File: config.mk
export PLATFORM = sky130hd
export DESIGN_NAME = bw_governor
export DESIGN_NICKNAME = d
export VERILOG_FILES = /design/src/rtl/bwg_pkg.sv /design/src/rtl/bwg_calc.sv /design/src/rtl/bwg_seq.sv /design/src/rtl/bw_governor.sv
export SDC_FILE = /design/constraint.sdc
export NUM_CORES = 1
export LEC_CHECK = 0
export CORE_AREA = 4 4 199 201
export CTS_BUF_LIST = sky130_fd_sc_hd__clkbuf_4
export CTS_CLUSTER_SIZE = 25
export DETAILED_ROUTE_END_ITERATION = 12
export DIE_AREA = 0 0 203 205
export GPL_TIMING_DRIVEN = 0
export PLACE_DENSITY = 0.51
export SLEW_MARGIN = 20
export SYNTH_ARGS = -nofsm -noshare
export SYNTH_HDL_FRONTEND = slang
export SYNTH_SLANG_ARGS = --single-unit
File: constraint.sdc
create_clock -name clk -period 11.9 [get_ports clk]
set_clock_uncertainty 0.05 [all_clocks]
set_input_delay 2.38 -clock clk [delete_from_list [all_inputs] [get_ports clk]]
set_output_delay 2.38 -clock clk [all_outputs]
set_load 0.02 [all_outputs]
File: src/rtl/bwg_pkg.sv
package bwg_pkg;
    parameter int DW        = 32;
    parameter int AW        = 6;
    parameter int NLVL      = 5;
    parameter int SAMPLE_MS = 4;
    parameter int TIMER_HZ  = 19200000;
    parameter int UNIT_KB   = 64;
    parameter int Z1_HITS   = 16;
    parameter int Z3_HITS   = 1;

    localparam int LW = $clog2(NLVL);
    localparam int ST_ZONE_LSB = 4;
    localparam logic [7:0] ZEN1     = 8'h20;
    localparam logic [7:0] ZEN3     = 8'h80;
    localparam logic [7:0] ZEN_BOTH = ZEN1 | ZEN3;

    localparam logic [AW-1:0] A_GEN   = AW'(8'h01);
    localparam logic [AW-1:0] A_GCLR  = AW'(8'h02);
    localparam logic [AW-1:0] A_ISTAT = AW'(8'h08);
    localparam logic [AW-1:0] A_ICLR  = AW'(8'h09);
    localparam logic [AW-1:0] A_IEN   = AW'(8'h0A);
    localparam logic [AW-1:0] A_MEN   = AW'(8'h10);
    localparam logic [AW-1:0] A_CCLR  = AW'(8'h11);
    localparam logic [AW-1:0] A_WIN   = AW'(8'h12);
    localparam logic [AW-1:0] A_THI   = AW'(8'h13);
    localparam logic [AW-1:0] A_TMD   = AW'(8'h14);
    localparam logic [AW-1:0] A_TLO   = AW'(8'h15);
    localparam logic [AW-1:0] A_TCNT  = AW'(8'h16);
    localparam logic [AW-1:0] A_ZACT  = AW'(8'h17);
    localparam logic [AW-1:0] A_ZMAX0 = AW'(8'h18);

    localparam int INIT_N = 15;
    localparam int OFF_N  = 3;
    localparam int ARM_N  = 8;

    function automatic logic [63:0] lvl_kbps(input int i);
        case (i)
            0:       return 64'd4800000;
            1:       return 64'd9216000;
            2:       return 64'd15052800;
            3:       return 64'd20889600;
            default: return 64'd25497600;
        endcase
    endfunction

    function automatic logic [DW-1:0] kbps_to_thr(input logic [63:0] k);
        logic [63:0] t;
        t = ((k / 64'(UNIT_KB)) * 64'(SAMPLE_MS)) / 64'd1000;
        return t[DW-1:0];
    endfunction

    // Per-zone action byte: bump own counter (zones above 0), clear all below.
    function automatic logic [31:0] zone_actions();
        logic [31:0] v;
        logic [7:0]  b;
        v = '0;
        for (int z = 0; z < 4; z++) begin
            b = (z == 0) ? 8'h01 : 8'(2 << (2 * z));
            for (int j = 0; j < z; j++) b = b | 8'(1 << (2 * j));
            v[8*z +: 8] = b;
        end
        return v;
    endfunction

    localparam logic [DW-1:0] WIN_VAL  = DW'(SAMPLE_MS * (TIMER_HZ / 1000));
    localparam logic [DW-1:0] INIT_HI  = kbps_to_thr(64'(4800 * 1024));
    localparam logic [DW-1:0] INIT_MD  = kbps_to_thr(64'(512 * 1024));
    localparam logic [DW-1:0] TCNT_VAL = {8'(Z3_HITS), 8'hFF, 8'(Z1_HITS), 8'hFF};
    localparam logic [DW-1:0] ZACT_VAL = zone_actions();

    typedef enum logic [3:0] {
        S_RST, S_INIT, S_IDLE, S_RDST, S_WTST, S_OFF, S_RDPK, S_WTPK, S_ARM
    } seq_st_e;

    typedef struct packed {
        logic          en;
        logic          wr;
        logic [AW-1:0] addr;
        logic [DW-1:0] data;
    } bus_op_t;

    typedef struct packed {
        logic [LW-1:0] idx;
        logic [DW-1:0] thr_hi;
        logic [DW-1:0] thr_md;
        logic [7:0]    zen;
    } plan_t;
endpackage

File: src/rtl/bwg_calc.sv
module bwg_calc
    import bwg_pkg::*;
(
    input  logic          clk,
    input  logic          rst,
    input  logic [DW-1:0] peak,
    output plan_t         plan
);
    logic [63:0]     meas;
    logic [NLVL-1:0] fits;
    logic [LW-1:0]   idx;
    logic [63:0]     tgt_k;
    logic [63:0]     low_k;

    assign meas = ((64'(peak) + 64'd1) * 64'(UNIT_KB) * 64'd1000) / 64'(SAMPLE_MS);

    for (genvar g = 0; g < NLVL; g++) begin : g_cmp
        assign fits[g] = (lvl_kbps(g) >= meas);
    end

    always_comb begin
        idx = LW'(NLVL - 1);
        for (int i = NLVL - 1; i >= 0; i--)
            if (fits[i]) idx = LW'(i);
    end

    assign tgt_k = lvl_kbps(int'(idx));
    assign low_k = (idx == '0) ? tgt_k : lvl_kbps(int'(idx) - 1);

    always_comb begin
        plan.idx    = idx;
        plan.thr_hi = kbps_to_thr(tgt_k + 64'd1);
        plan.thr_md = kbps_to_thr(low_k);
        if (idx == LW'(NLVL - 1))  plan.zen = ZEN1;
        else if (idx == '0)        plan.zen = ZEN3;
        else                       plan.zen = ZEN_BOTH;
    end

    assert_thr_order_R7: assert property (@(posedge clk) disable iff (rst)
        plan.thr_hi >= plan.thr_md);
    assert_saturate_R5: assert property (@(posedge clk) disable iff (rst)
        (meas > lvl_kbps(NLVL - 1)) |-> (plan.idx == LW'(NLVL - 1)));
endmodule

File: src/rtl/bwg_seq.sv
module bwg_seq
    import bwg_pkg::*;
(
    input  logic          clk,
    input  logic          rst,
    input  logic          irq,
    input  logic [DW-1:0] rdata,
    input  plan_t         plan,
    output logic [DW-1:0] peak,
    output bus_op_t       op,
    output logic [LW-1:0] lvl_idx,
    output logic          lvl_vld,
    output logic          busy
);
    seq_st_e       st;
    logic [3:0]    step;
    logic          zone3;
    logic          have;

    function automatic bus_op_t wop(input logic [AW-1:0] a, input logic [DW-1:0] d);
        return '{en: 1'b1, wr: 1'b1, addr: a, data: d};
    endfunction
    function automatic bus_op_t rop(input logic [AW-1:0] a);
        return '{en: 1'b1, wr: 1'b0, addr: a, data: '0};
    endfunction

    always_comb begin
        op = '0;
        case (st)
            S_INIT: case (step)
                4'd0:  op = wop(A_GEN, '0);
                4'd1:  op = wop(A_IEN, '0);
                4'd2:  op = wop(A_MEN, '0);
                4'd3:  op = wop(A_CCLR, DW'(1));
                4'd4:  op = wop(A_WIN, WIN_VAL);
                4'd5:  op = wop(A_THI, INIT_HI);
                4'd6:  op = wop(A_TMD, INIT_MD);
                4'd7:  op = wop(A_TLO, '0);
                4'd8:  op = wop(A_TCNT, TCNT_VAL);
                4'd9:  op = wop(A_ZACT, ZACT_VAL);
                4'd10: op = wop(A_ICLR, DW'(ZEN_BOTH));
                4'd11: op = wop(A_GCLR, DW'(1));
                4'd12: op = wop(A_GEN, DW'(1));
                4'd13: op = wop(A_IEN, DW'(ZEN_BOTH));
                default: op = wop(A_MEN, DW'(1));
            endcase
            S_RDST: op = rop(A_ISTAT);
            S_OFF: case (step)
                4'd0:    op = wop(A_GEN, '0);
                4'd1:    op = wop(A_IEN, '0);
                default: op = wop(A_MEN, '0);
            endcase
            S_RDPK: op = rop(A_ZMAX0 + (zone3 ? AW'(3) : AW'(1)));
            S_ARM: case (step)
                4'd0:    op = wop(A_THI, plan.thr_hi);
                4'd1:    op = wop(A_TMD, plan.thr_md);
                4'd2:    op = wop(A_CCLR, DW'(1));
                4'd3:    op = wop(A_ICLR, DW'(ZEN_BOTH));
                4'd4:    op = wop(A_GCLR, DW'(1));
                4'd5:    op = wop(A_GEN, DW'(1));
                4'd6:    op = wop(A_IEN, DW'(plan.zen));
                default: op = wop(A_MEN, DW'(1));
            endcase
            default: op = '0;
        endcase
    end

    always_ff @(posedge clk) begin
        if (rst) begin
            st      <= S_RST;
            step    <= '0;
            zone3   <= 1'b0;
            peak    <= '0;
            lvl_idx <= '0;
            have    <= 1'b0;
            lvl_vld <= 1'b0;
        end else begin
            lvl_vld <= 1'b0;
            case (st)
                S_RST:  begin st <= S_INIT; step <= '0; end
                S_INIT: if (step == 4'(INIT_N - 1)) begin st <= S_IDLE; step <= '0; end
                        else step <= step + 4'd1;
                S_IDLE: if (irq) st <= S_RDST;
                S_RDST: st <= S_WTST;
                S_WTST: if ((rdata[7:0] & ZEN_BOTH) == 8'h00) st <= S_IDLE;
                        else begin
                            zone3 <= rdata[ST_ZONE_LSB + 3];
                            st    <= S_OFF;
                            step  <= '0;
                        end
                S_OFF:  if (step == 4'(OFF_N - 1)) begin st <= S_RDPK; step <= '0; end
                        else step <= step + 4'd1;
                S_RDPK: st <= S_WTPK;
                S_WTPK: begin peak <= rdata; st <= S_ARM; step <= '0; end
                S_ARM:  if (step == 4'(ARM_N - 1)) begin
                            st   <= S_IDLE;
                            step <= '0;
                            if (!have || plan.idx != lvl_idx) begin
                                lvl_idx <= plan.idx;
                                have    <= 1'b1;
                                lvl_vld <= 1'b1;
                            end
                        end else step <= step + 4'd1;
                default: st <= S_RST;
            endcase
        end
    end

    assign busy = (st != S_IDLE) && (st != S_RST);

    assert_single_read_R3: assert property (@(posedge clk) disable iff (rst)
        (op.en && !op.wr) |=> !op.en);
    assert_bus_only_busy_R11: assert property (@(posedge clk) disable iff (rst)
        op.en |-> busy);
    assert_strobe_pulse_R10: assert property (@(posedge clk) disable iff (rst)
        lvl_vld |=> !lvl_vld);
    assert_no_repeat_R10: assert property (@(posedge clk) disable iff (rst)
        (st == S_ARM && step == 4'(ARM_N - 1) && have && plan.idx == lvl_idx) |=> !lvl_vld);
    assert_enable_mask_R8: assert property (@(posedge clk) disable iff (rst)
        (op.en && op.wr && op.addr == A_IEN) |-> ((op.data & ~DW'(ZEN_BOTH)) == '0));
endmodule

File: src/rtl/bw_governor.sv
module bw_governor
    import bwg_pkg::*;
(
    input  logic          clk,
    input  logic          rst,
    input  logic          irq,
    output logic          rg_en,
    output logic          rg_wr,
    output logic [AW-1:0] rg_addr,
    output logic [DW-1:0] rg_wdata,
    input  logic [DW-1:0] rg_rdata,
    output logic [LW-1:0] lvl_idx,
    output logic          lvl_vld,
    output logic          busy
);
    plan_t         plan;
    bus_op_t       op;
    logic [DW-1:0] peak;

    bwg_calc u_calc (
        .clk  (clk),
        .rst  (rst),
        .peak (peak),
        .plan (plan)
    );

    bwg_seq u_seq (
        .clk     (clk),
        .rst     (rst),
        .irq     (irq),
        .rdata   (rg_rdata),
        .plan    (plan),
        .peak    (peak),
        .op      (op),
        .lvl_idx (lvl_idx),
        .lvl_vld (lvl_vld),
        .busy    (busy)
    );

    assign rg_en    = op.en;
    assign rg_wr    = op.wr;
    assign rg_addr  = op.addr;
    assign rg_wdata = op.data;
endmodule

After elaboration in Yosys (flattened, before gate mapping)
Memories as Yosys holds them, arrays and structs flattened. A register that Yosys moved wholly into a read port is not among the register bits.
Cells that the tools add are included.

word-level totals
  bits in registers = 46
  bits in read-only memories = 480
  input port bits = 35
  output and inout bits = 45
  word-level logic and storage cells = 96
  memories = 1

operators by class
  add/subtract/negate cells = 5
  multiply operators = 1
  divide/modulo/power cells = 2
  order comparisons = 4
  eq/ne operators = 30
  mux-type cells = 27
  bitwise gates (word level) = 3
  reduce and logical (&&, ||, !) cells = 16

memory list
  memory           words  width  read ports  clocked after Yosys merged registers in  wr ports  line           source
  (no name shown)  16     30     1           1                                        0         bwg_seq.sv:30  S_INIT: case (step)

operators with widths
  cell                      number
  $pmux W37 S7              1
  $pmux W25 S4              2
  $pmux W40 S5              1
  $div A60 B10 Y64 const B  2
  $ge A24 B62 Y1 const A    2
  $pmux W37 S2              1
  $eq A32 B2 Y1 const B     2
  $ge A23 B62 Y1 const A    1
  $ge A25 B62 Y1 const A    1
  $mul A58 B7 Y55 const B   1
  $mux W4                   10
  $pmux W4 S9               1
  $add A32 B1 Y33 const B   1
  $eq A32 B1 Y1 const B     1
  $eq A4 B3 Y1 const B      8
  $logic_not A32 Y1         1
  $add A25 B1 Y26 const B   1
  $mux W25                  1
  $pmux W4 S5               1
  $eq A4 B2 Y1 const B      4
  $mux W3                   5
  $eq A4 B1 Y1 const B      2
  $eq A4 B4 Y1 const B      2
  $logic_not A4 Y1          2
  27 further kinds          34

Logic depth before layout (Yosys ltp)
  depth in word-level cells = 14
  depth in mapped cells = 39
  gate-level depth less buffers = 36

Worst setup path after synthesis
Ideal clock, no wire load.

  kind = reg2out
  start = reg u_seq.peak[1]
  end = out rg_wdata[1]
  arrival = 8.217 ns
  required time = 9.470 ns
  setup slack = 1.253 ns
  stages on the path, launching flop included = 39
  buffers on the path = 3
  cell sequence = dfxtp_1 -> ha_1 -> nand3_1 -> nor2_1 -> and3_1 -> nand4_1 -> nor2_1 -> and3_1 -> nand3_1 -> xnor2_1 -> inv_1 -> fa_1 -> inv_1 -> fa_1 -> fa_1 -> ha_1 -> ha_1 -> buf_2 -> (+3 left out) -> o21ai_0 -> and3_1 -> nor4_1 -> and4_1 -> and4_1 -> buf_2 -> nand2_1 -> ha_1 -> clkbuf_1 -> nand2_1 -> nor2_1 -> o21ai_1 -> ha_1 -> nand2_1 -> a21oi_1 -> and3b_1 -> o2111ai_1 -> nand4_1

on the way
  cells in the longest elaborated chain, start to end = 14
  elaborated cells on any way between the ends = 29
  those cells by class = add/sub (3); mul (1); div (2); order compare (4); eq/ne (7); mux (10); reduce/logical (2)

RTL lines
  what                                                      line               source
  start, declared                                           bwg_seq.sv:9       output logic [DW-1:0] peak,
  start signal, assigned                                    bwg_seq.sv:73      peak <= '0;
  start signal, assigned                                    bwg_seq.sv:94      S_WTPK: begin peak <= rdata; st <= S_ARM; step <= '0; end
  $add A32 B1 Y33 (*)                                       bwg_calc.sv:15     assign meas = ((64'(peak) + 64'd1) * 64'(UNIT_KB) * 64'd1000) / 64'(SAMPLE_MS);
  $mul A58 B7 Y55 (*)                                       bwg_calc.sv:15
  $ge A25 B62 Y1                                            bwg_calc.sv:18     assign fits[g] = (lvl_kbps(g) >= meas);
  $mux W3 (3 in series)                                     bwg_calc.sv:24     if (fits[i]) idx = LW'(i);
  $mux W3 (*)                                               bwg_calc.sv:24
  branches (longest 5 deep; another with $div A60 B10 Y64)  -
  $pmux W37 S7 (*)                                          bwg_seq.sv:54      S_ARM: case (step)
  $pmux W40 S5 (*)                                          bwg_seq.sv:29      case (st)
  end, declared                                             bw_governor.sv:10  output logic [DW-1:0] rg_wdata,

Every way passes the cells marked *.

Final worst setup path
  start = reg u_seq.peak[5]
  end = out rg_wdata[0]

The elaborated chain is that of the path after synthesis.

==> impl_metrics.py <==
metrics = {
    "power": {
        "leakage_nw": 5.78,
        "p_total_uw": 582,
        "p_per_area_nw_per_um2": 43.7,
        "peakVddDrop_uv": 72.8,
    },
    "worst_setup_path": {
        "critPathArrivalTime_ns": 8.94,
        "critical_path_required_ns": 9.47,
        "worstSetupEndpointType": "output pin",
        "r2r-start": "u_seq.peak[5]",
        "cp-endpoint": "rg_wdata[0]",
        "critPathMaxStageDelay_ns": 0.51,
        "startpoint": "u_seq.peak[5]",
        "critPathKind": "flop to output pin",
        "cp-start-kind": "flop",
        "worst-r2r-setup-slack_ns": 4.12,
        "worstRegToRegCells": 31,
        "crit_top_cell": "buf_4",
        "cp_max_fo": 10,
        "r2r-end": "u_seq.lvl_vld",
        "worst_path_max_delay_cell": "fa_1",
    },
    "synthesis": {
        "ys_ff_latch": 62,
        "synth_area_leaders": "fa_1, ha_1, dfxtp_1",
        "synth_cell_types": 95,
        "synth_top_area_frac": 0.168,
        "seq_area_frac_synth": 0.111,
        "syn_inst": 1424,
        "synth_warnings": 0,
        "synth.cell_area_um2": 11200,
        "syn_area_per_cell_um2": 7.86,
        "synth-edff-count": 0,
        "ys.flop_type": "dfxtp_1",
        "synth_area_leader_cell": "fa_1",
        "synthArstFlopShare": 0,
    },
    "global_route": {
        "grt_max_degree": 14,
        "grt-ovfl-total": 0,
        "grt_first_pass_wirelength_um": 51900,
        "antenna_found_initial": 2,
        "grtUsageTotal": 0.149,
        "grt_pass1_vias": 10500,
    },
    "outcome": {
        "outcome": "finished, final reports clean",
    },
    "timing": {
        "max_freq_ghz": 0.0879,
        "max-slew-margin-rel": 0.392,
        "slew_violations": 0,
        "setup_viol": 0,
        "layout_setup_ws_ns": 0.530,
        "period_minus_slack_ns": 11.37,
        "finalCritPeriodShare": 0.955,
        "hold_viol": 0,
        "tightest_slew_ns": 0.911,
    },
    "layout": {
        "layout.nets": 1769,
        "final_cell_mix": "inv_1, nand2_1, ha_1",
        "layout-drive-gt1-share": 0.120,
        "layout_commonest_cell": "inv_1",
        "syn_to_final_growth_pct": 18.9,
        "final_util": 0.354,
        "final_area_um2": 13300,
    },
    "route": {
        "via_per_inst": 4.99,
        "drt_iter0_drc": 687,
        "vias": 10200,
        "firstDrtPassIters": 5,
        "wire_per_inst_um": 15.0,
        "drtAntennaViolNets": 0,
        "routed_wl_um": 30700,
        "drc_errors": 0,
    },
    "placement": {
        "portBuffers": 72,
        "dpl_cell_area_um2": 12600,
        "pre_cts_slack_ns": -1.26,
        "place_hpwl_um": 25800,
        "routabilityCongestion": 0.883,
    },
    "clocking": {
        "clock_sinks": 62,
        "cts_buffers": 9,
        "htreeDepth": 3,
        "clockBufferDepth": 2,
        "clkTransAtPathRegs_ns": 0.13,
        "cts-root-buf": "clkbuf_4",
        "clock_latency_ns": 0.47,
        "tritoncts": "done",
    },
    "floorplanning": {
        "die_w_um": 203,
        "die_h_um": 205,
        "fp.dieArea_um2": 41600,
        "io_pins": 80,
        "rows": 71,
        "start_util": 0.298,
        "coreArea_um2": 37600,
    },
    "flow_run": {
        "maxCapViolations": 0,
    },
    "hold_path": {
        "hold_class": "flop to flop",
        "holdCritStartpoint": "u_seq.peak[11]",
    },
}
[per-stage QoR]
step	TNS, ns	instances	hold WS [ns]
after global routing	-0.0780	2047	0.476
after detailed placement	-3.55	2014	0.432
final	0	2047	0.451
after global placement	-3.54	2014	0.426
after CTS	0	2034	0.453
after floorplan	0	1431	0.407
[power breakdown]
part	internal, mW	switching, mW
sequential	0.213	0.00336
clock	0.0445	0.0925
combinational	0.0955	0.133
[per-layer routing]
metal  GRT usage  part of all wire  vias to the layer above
li1            -                 -                     5081
met1       0.192              0.46                     4922
met2       0.266              0.48                      179
met3      0.0207             0.037                       31
met4      0.0308             0.014                        2
met5           0           0.00026                        -
[logic make-up (layout without fill, tap and decap cells)]
group,after synthesis,after routing,synth area share
AOI/OAI and AO/OA,350,350,0.212
adders and majority gates,209,209,0.296
other,2,10,0.000671
muxes,14,14,0.0140
xor gates and xnor gates,96,96,0.0765
DFF,62,62,0.111
buffers and inverters,249,353,0.0926
and+or+nand+nor,442,442,0.198
[timing repair]
item                       4_1_cts  5_1_grt
pin swaps                        4        9
resized for setup               46       46
buffers inserted                 5       15
setup endpoints to repair       10        3
hold buffers                     0        0
[synthesized netlist by cell type (all sizes together) (9+ instances only)]
cell type,count
o21ai,66
and2,17
nand4,28
nand2,164
o211ai,11
ha,110
nor3,37
nor2,75
dfxtp,62
a211oi,10
fa,94
buf,43
xnor2,68
o21a,17
xor2,28
nand2b,12
or2,9
nor2b,14
inv,174
a21oi,106
mux2i,10
clkbuf,32
nand3,23
o21bai,14
and3,19
a31oi,20
a21o,26
or3,15
[critical path: cells and delay by family (launching register included)]
kind / cells / cell delay [ns]
buffers and inverters: 10 / 1.39
AND/OR/NAND/NOR: 15 / 2.95
XOR/XNOR: 1 / 0.19
flip-flops: 1 / 0.47
AO/OA/AOI/OAI: 6 / 1.26
adder cells (fa/ha/maj): 6 / 2.19
[cell type report]
class	instances	area [um2]
antenna	1	2.50
buffer	71	383
clock buffer	9	67.6
clock inverter	7	56.3
fill	4029	24300
inverter	174	653
multi-input combinational	1120	9390
sequential	62	1250
tap	511	639
timing repair buffer	92	870
[how the worst min path moves through the flow]
stage | to | cells after the start
global route | u_seq.lvl_idx[0] | 2
floorplan | u_seq.peak[31] | 2
CTS | u_seq.peak[12] | 2
global placement | u_seq.have | 2
detailed placement | u_seq.peak[23] | 2
finish | u_seq.peak[11] | 2
(Power assumes the default switching activity.)
